==> config.mk <==
export PLATFORM = sky130hd
export DESIGN_NAME = idd_dispatch
export DESIGN_NICKNAME = d
export VERILOG_FILES = /design/src/rtl/idd_pkg.sv /design/src/rtl/idd_check.sv /design/src/rtl/idd_head_ctr.sv /design/src/rtl/idd_dispatch.sv
export SDC_FILE = /design/constraint.sdc
export NUM_CORES = 1
export LEC_CHECK = 0
export BUFFER_PORTS_ARGS = -buffer_cell sky130_fd_sc_hd__buf_2
export CAP_MARGIN = 15
export CORE_AREA = 2 2 228 230
export CTS_CLUSTER_DIAMETER = 120
export CTS_CLUSTER_SIZE = 12
export DETAILED_ROUTE_END_ITERATION = 7
export DIE_AREA = 0 0 230 232
export PLACE_DENSITY_LB_ADDON = 0.05
export SLEW_MARGIN = 0
export SYNTH_ARGS = -nofsm -noshare
export SYNTH_HDL_FRONTEND = slang
export SYNTH_SLANG_ARGS = --single-unit
==> constraint.sdc <==
create_clock -name clk -period 1.9 [get_ports clk]
set_input_delay 0.57 -clock clk [delete_from_list [all_inputs] [get_ports clk]]
set_output_delay 0.57 -clock clk [all_outputs]
set_load 0.02 [all_outputs]
==> src/rtl/idd_pkg.sv <==
package idd_pkg;
    localparam int WORD_W    = 64;
    localparam int NUM_WORDS = 4;
    localparam int DESC_W    = WORD_W * NUM_WORDS;
    localparam int TYPE_W    = 4;
    localparam int ID_W      = 16;
    localparam int FM_W      = 2;
    localparam int AM_W      = 6;
    localparam int PAGE_SH   = 12;
    localparam int PADDR_W   = WORD_W - PAGE_SH;
    localparam int SDATA_W   = 32;

    localparam logic [TYPE_W-1:0] TY_CTX  = 4'd1;
    localparam logic [TYPE_W-1:0] TY_TLB  = 4'd2;
    localparam logic [TYPE_W-1:0] TY_DEV  = 4'd3;
    localparam logic [TYPE_W-1:0] TY_IEC  = 4'd4;
    localparam logic [TYPE_W-1:0] TY_WAIT = 4'd5;

    typedef enum logic [2:0] {
        K_NONE, K_CTX, K_TLB, K_DEV, K_IEC, K_STW, K_IRQ, K_ERR
    } kind_e;

    typedef struct packed {
        kind_e               kind;
        logic                type_seen;
        logic [TYPE_W-1:0]   type_code;
        logic                ctx_dev;
        logic [1:0]          gran;
        logic [ID_W-1:0]     did;
        logic [ID_W-1:0]     sid;
        logic [FM_W-1:0]     fmask;
        logic [AM_W-1:0]     am;
        logic [PADDR_W-1:0]  paddr;
        logic                dsize;
        logic                iec_glob;
        logic [WORD_W-1:0]   st_addr;
        logic [SDATA_W-1:0]  st_data;
    } verdict_t;
endpackage

==> src/rtl/idd_check.sv <==
module idd_check
    import idd_pkg::*;
#(
    parameter int MAX_AM = 9
) (
    input  logic [DESC_W-1:0] desc,
    output verdict_t          vd
);
    localparam logic [AM_W-1:0] AM_LIMIT = AM_W'(MAX_AM);

    logic [WORD_W-1:0] w0, w1;
    logic [NUM_WORDS-1:2] upper_word_nz;
    logic upper_nz;

    assign w0 = desc[0 +: WORD_W];
    assign w1 = desc[WORD_W +: WORD_W];

    for (genvar g = 2; g < NUM_WORDS; g++) begin : g_upper
        assign upper_word_nz[g] = |desc[g*WORD_W +: WORD_W];
    end
    assign upper_nz = |upper_word_nz;

    // Type-specific reserved-field and encoding checks
    logic ctx_ok, tlb_ok, dev_ok, iec_ok, stw_ok, irq_ok;
    logic [1:0] gran;
    logic sw_flag, irq_flag;

    assign gran     = w0[5:4];
    assign sw_flag  = w0[5];
    assign irq_flag = w0[4];

    assign ctx_ok = (gran != 2'b00) && (w0[15:6] == '0) &&
                    (w0[63:50] == '0) && (w1 == '0);
    assign tlb_ok = (gran != 2'b00) && (w0[15:6] == '0) &&
                    (w0[63:32] == '0) && (w1[11:6] == '0) &&
                    !((gran == 2'b11) && (w1[AM_W-1:0] > AM_LIMIT));
    assign dev_ok = (w0[31:4] == '0) && (w0[63:48] == '0) &&
                    (w1[11:1] == '0);
    assign iec_ok = (w0[31:5] == '0) && (w0[63:48] == '0) && (w1 == '0);
    assign stw_ok = (w0[31:6] == '0) && sw_flag && !irq_flag &&
                    (w1[1:0] == 2'b00);
    assign irq_ok = (w0[31:6] == '0) && !sw_flag && irq_flag;

    always_comb begin
        vd           = '0;
        vd.type_seen = !upper_nz;
        vd.type_code = w0[TYPE_W-1:0];
        vd.gran      = gran;
        vd.ctx_dev   = (gran == 2'b11);
        vd.did       = w0[31:16];
        vd.sid       = w0[47:32];
        vd.fmask     = w0[49:48];
        vd.am        = w1[AM_W-1:0];
        vd.paddr     = w1[WORD_W-1:PAGE_SH];
        vd.dsize     = w1[0];
        vd.iec_glob  = w0[4];
        vd.st_addr   = w1;
        vd.st_data   = w0[WORD_W-1:WORD_W-SDATA_W];
        vd.kind      = K_ERR;
        if (!upper_nz) begin
            case (w0[TYPE_W-1:0])
                TY_CTX:  vd.kind = ctx_ok ? K_CTX : K_ERR;
                TY_TLB:  vd.kind = tlb_ok ? K_TLB : K_ERR;
                TY_DEV:  vd.kind = dev_ok ? K_DEV : K_ERR;
                TY_IEC:  vd.kind = iec_ok ? K_IEC : K_ERR;
                TY_WAIT: vd.kind = stw_ok ? K_STW : (irq_ok ? K_IRQ : K_ERR);
                default: vd.kind = K_ERR;
            endcase
        end
    end
endmodule

==> src/rtl/idd_head_ctr.sv <==
module idd_head_ctr #(
    parameter int W = 15
) (
    input  logic         clk,
    input  logic         rst_n,
    input  logic         adv,
    output logic [W-1:0] idx
);
    always_ff @(posedge clk or negedge rst_n) begin
        if (!rst_n)   idx <= '0;
        else if (adv) idx <= idx + 1'b1;
    end
endmodule

==> src/rtl/idd_dispatch.sv <==
module idd_dispatch
    import idd_pkg::*;
#(
    parameter int HEAD_W = 15,
    parameter int MAX_AM = 9
) (
    input  logic                clk,
    input  logic                rst_n,
    input  logic                desc_valid,
    input  logic [DESC_W-1:0]   desc_data,
    input  logic                err_clear,
    output logic                desc_ack,
    output logic                desc_err,
    output logic                q_err,
    output logic [HEAD_W-1:0]   head_idx,
    output logic [TYPE_W-1:0]   last_type,
    output logic                cc_vld,
    output logic                cc_dev_sel,
    output logic [ID_W-1:0]     cc_did,
    output logic [ID_W-1:0]     cc_sid,
    output logic [FM_W-1:0]     cc_fmask,
    output logic                tlb_vld,
    output logic [1:0]          tlb_gran,
    output logic [ID_W-1:0]     tlb_did,
    output logic [PADDR_W-1:0]  tlb_addr,
    output logic [AM_W-1:0]     tlb_am,
    output logic                dev_vld,
    output logic [7:0]          dev_bus,
    output logic [7:0]          dev_devfn,
    output logic                dev_size,
    output logic [PADDR_W-1:0]  dev_addr,
    output logic                iec_vld,
    output logic                iec_global,
    output logic [ID_W-1:0]     iec_index,
    output logic                stw_vld,
    output logic [WORD_W-1:0]   stw_addr,
    output logic [SDATA_W-1:0]  stw_data,
    output logic                cmpl_irq
);
    typedef enum logic {ST_RUN, ST_HALT} state_e;

    state_e   state_q, state_d;
    verdict_t vd;
    logic     take, fail, adv;

    idd_check #(.MAX_AM(MAX_AM)) u_check (
        .desc (desc_data),
        .vd   (vd)
    );

    assign take = desc_valid && (state_q == ST_RUN);
    assign fail = take && (vd.kind == K_ERR);
    assign adv  = take && (vd.kind != K_ERR);

    idd_head_ctr #(.W(HEAD_W)) u_head (
        .clk   (clk),
        .rst_n (rst_n),
        .adv   (adv),
        .idx   (head_idx)
    );

    // Transitions: RUN_TO_HALT on a failed descriptor, HALT_TO_RUN on clear
    always_comb begin
        state_d = state_q;
        unique case (state_q)
            ST_RUN:  if (fail)      state_d = ST_HALT;
            ST_HALT: if (err_clear) state_d = ST_RUN;
        endcase
    end

    always_ff @(posedge clk or negedge rst_n) begin
        if (!rst_n) state_q <= ST_RUN;
        else        state_q <= state_d;
    end

    assign q_err = (state_q == ST_HALT);

    always_ff @(posedge clk or negedge rst_n) begin
        if (!rst_n) begin
            desc_ack   <= 1'b0;
            desc_err   <= 1'b0;
            last_type  <= '0;
            cc_vld     <= 1'b0;
            cc_dev_sel <= 1'b0;
            cc_did     <= '0;
            cc_sid     <= '0;
            cc_fmask   <= '0;
            tlb_vld    <= 1'b0;
            tlb_gran   <= '0;
            tlb_did    <= '0;
            tlb_addr   <= '0;
            tlb_am     <= '0;
            dev_vld    <= 1'b0;
            dev_bus    <= '0;
            dev_devfn  <= '0;
            dev_size   <= 1'b0;
            dev_addr   <= '0;
            iec_vld    <= 1'b0;
            iec_global <= 1'b0;
            iec_index  <= '0;
            stw_vld    <= 1'b0;
            stw_addr   <= '0;
            stw_data   <= '0;
            cmpl_irq   <= 1'b0;
        end else begin
            desc_ack <= 1'b0;
            desc_err <= 1'b0;
            cc_vld   <= 1'b0;
            tlb_vld  <= 1'b0;
            dev_vld  <= 1'b0;
            iec_vld  <= 1'b0;
            stw_vld  <= 1'b0;
            cmpl_irq <= 1'b0;
            if (take) begin
                if (vd.type_seen) last_type <= vd.type_code;
                case (vd.kind)
                    K_CTX: begin
                        cc_vld     <= 1'b1;
                        desc_ack   <= 1'b1;
                        cc_dev_sel <= vd.ctx_dev;
                        cc_did     <= vd.did;
                        cc_sid     <= vd.sid;
                        cc_fmask   <= vd.fmask;
                    end
                    K_TLB: begin
                        tlb_vld  <= 1'b1;
                        desc_ack <= 1'b1;
                        tlb_gran <= vd.gran;
                        tlb_did  <= vd.did;
                        tlb_addr <= vd.paddr;
                        tlb_am   <= vd.am;
                    end
                    K_DEV: begin
                        dev_vld   <= 1'b1;
                        desc_ack  <= 1'b1;
                        dev_bus   <= vd.sid[15:8];
                        dev_devfn <= vd.sid[7:0];
                        dev_size  <= vd.dsize;
                        dev_addr  <= vd.paddr;
                    end
                    K_IEC: begin
                        iec_vld    <= 1'b1;
                        desc_ack   <= 1'b1;
                        iec_global <= vd.iec_glob;
                        iec_index  <= vd.sid;
                    end
                    K_STW: begin
                        stw_vld  <= 1'b1;
                        desc_ack <= 1'b1;
                        stw_addr <= vd.st_addr;
                        stw_data <= vd.st_data;
                    end
                    K_IRQ: begin
                        cmpl_irq <= 1'b1;
                        desc_ack <= 1'b1;
                    end
                    default: desc_err <= 1'b1;
                endcase
            end
        end
    end
endmodule

==> results.ini <==
[outcome]
status=finished, violations left
violations=setup timing

[grt]
grt_pass1_vias=11063
grt_util_all_layers=0.190
use_met2=0.301
grtUsageMet1=0.250
grt_antenna_before_repair=8
grt_util_met3=0.0630
grt-ovfl-total=0
grt.busiest_layer=met2
grt_max_degree=46
grt_pass1_wl_um=76000

[sta]
finalHoldViolCount=0
tightest_slew_ns=0.495
slew_headroom=0.667
slew_viol_final=0
max_freq_mhz=333
finalCritPeriodShare=1.58
hold_slack_ns=0.185
clock_skew_ns=0.00801
setup_viol=317
min_period_ns=3.00
rsz0062_at_grt=true
finalSetupTns_ns=-312.83
worst_slack_ns=-1.10

[power_and_ir_drop]
power.density_nw_per_um2=624
ir_drop_v=0.000669
p_leak_nw=11.8
power_switching_mw=3.09
seqPwrFrac=0.516
p_int_mw=10.2
p_clk_frac=0.408
p_sw_frac=0.233
pwr-share-comb=0.076

[yosys]
synthTopCellsByArea=dfrtp_1, mux2_2, mux2_4
netlist_area_um2=13000
synth_compound_area_frac=0.00942
yosys_register_bits=321
synthArstFlopShare=1.00
yosys_warnings=0
synth_fp_nets=1120
yosys-mux-area-fraction=0.268
synthFlopType=dfrtp_1
synth-edff-count=0
yosys.area.top_type=dfrtp_1
syn_area_per_cell_um2=15.2
synth_cells=859
yosys.area_share.adder=0.000961
synth_xor_area_frac=0.0101
synth_cell_types=48
ys_seq_area_frac=0.617
synth_top_family_by_area=multiplexers
synthSimpleGateAreaFrac=0.0776
synth_top_cell_area_share=0.617

[routing]
routed_via_density=4.49
ant_nets=0
drc=0
dr.first_iter.drc_count=364
wl_per_cell_um=23.5
drt_pass1_iterations=4
routed_wl_um=55700
vias=10629

[critical_path]
crit_path_cell_trace=buf_8 > nor4_4 > buf_4 > nand4_1 > buf_6 > o31a_1 > buf_4 > nor4_4 > nand2_2 > or3_4 > buf_16 > mux2_1
slowest_stage=or3_4
r2r_cells=6
crit_arrival_ns=3.47
endpoint_kind=flop
start_kind=input pin
worstPathMaxFanout=16
max_stage_delay_ns=0.47
worst-setup-path-type=in2reg
cp.required_ns=2.36

[floorplan]
dieArea_um2=53400
core_um2=50900
boundaryPins=581
die_w_um=230
die_h_um=232
rows=83
start_util=0.256

[cells_and_area]
drive_gt1_frac=0.732
fin_nets=1946
layout_common_cells=buf_2, dfrtp_1, buf_4
area_growth_pct=63.3
final_common_cell=buf_2

[placed_design]
dp_slack_ns=-1.82
dp_hpwl_um=39600
io_buffers=580
gp_congestion=0.918

[cts]
path_clk_slew_ns=0.06
cts-root-buf=clkbuf_16
clockBufferDepth=3
clock_sinks=321
numCtsBuffers=30
clk_latency_ns=0.58
cts_tree=built
h-tree-depth=1

[min_path]
hold_class=in2reg
whs_path_depth=2

[job]
drv_cap=0

-- power by group through the flow --
stage          sequential (mW)  clock (mW)  combinational [mW]
3_5_place_dp              6.97           0               0.941
2_1_floorplan             6.98           0              0.0840
4_1_cts                   6.84        5.65               0.977
6_report                  6.84        5.40                1.01
3_3_place_gp              6.97           0               0.943
5_1_grt                   6.84        5.88                1.11
-- metal layers --
layer  part of all wire  up-vias  routed length [um]
met4              0.024       12                1340
li1                   -     4809                   -
met2               0.47      312               26300
met1               0.43     5420               23900
met5             0.0012        -                  65
met3              0.075       76                4170
-- worst max-delay path: cells and delay by family --
family,cells,cell delay [ns]
mux,1,0.32
compound gates,1,0.29
simple gates,5,1.39
buf+inv,5,0.85
-- synthesized netlist by cell type (all sizes together) (5+ instances only) --
library cell  number
dfrtp            321
nor3              11
xor2              13
nand3             10
mux2             295
nand4             18
nor4              64
nor2              23
clkbuf             6
a21oi              5
nand2             13
buf               30
-- final timing paths --
check / startpoint / to / slack, ns
max: desc_data[16] / tlb_addr[17] / -1.10
min: err_clear / q_err / 0.18
max reg2reg: q_err / tlb_addr[17] / -0.31
min reg2reg: u_head.idx[14] / u_head.idx[14] / 0.47
max in group asynchronous: rst_n / stw_addr[29] / 0.69
min in group asynchronous: rst_n / cc_sid[9] / 0.51
-- sequential cells by signal, indices dropped and copies added, names as in the netlist, 2 cells and up --
register    cells
stw_addr       64
dev_addr       52
tlb_addr       52
stw_data       32
cc_did         16
cc_sid         16
iec_index      16
tlb_did        16
u_head.idx     15
dev_bus         8
dev_devfn       8
tlb_am          6
last_type       4
cc_fmask        2
tlb_gran        2
-- metrics by stage --
step | instance area [um^2] | cells | utilization | power, mW
after floorplan | 13300 | 859 | - | 7.06
after global placement | 18600 | 2278 | 0.365 | 7.91
after detailed placement | 18600 | 2278 | 0.365 | 7.91
after CTS | 20100 | 2341 | 0.396 | 13.5
after global routing | 21300 | 2367 | 0.418 | 13.8
final | 21300 | 2368 | 0.418 | 13.3
-- cells by family after synthesis --
kind of cell    Yosys count
compound gates           18
xor+xnor                 15
fa+ha+maj                 1
buf+inv                  40
flops                   321
mux                     296
simple gates            168
-- what timing repair did --
| item | in CTS | in global routing |
|---|---|---|
| gates resized for setup | 85 | 139 |
| cloned | 8 | 24 |
| pin swaps | 11 | 31 |
| buffers inserted | 22 | 16 |
| hold endpoints to repair | 29 | 0 |
| setup endpoints to repair | 322 | 322 |
| hold buffers | 1 | 0 |
-- cell type report --
cell class	count	area [um^2]
clock buffer	31	776
tap	680	851
antenna	3	7.51
inverter	4	15.0
clock inverter	1	5.00
sequential	321	8030
fill	4921	29600
multi-input combinational	499	5840
timing repair buffer	829	5720
No activity file was read; power rests on OpenSTA's default activity.
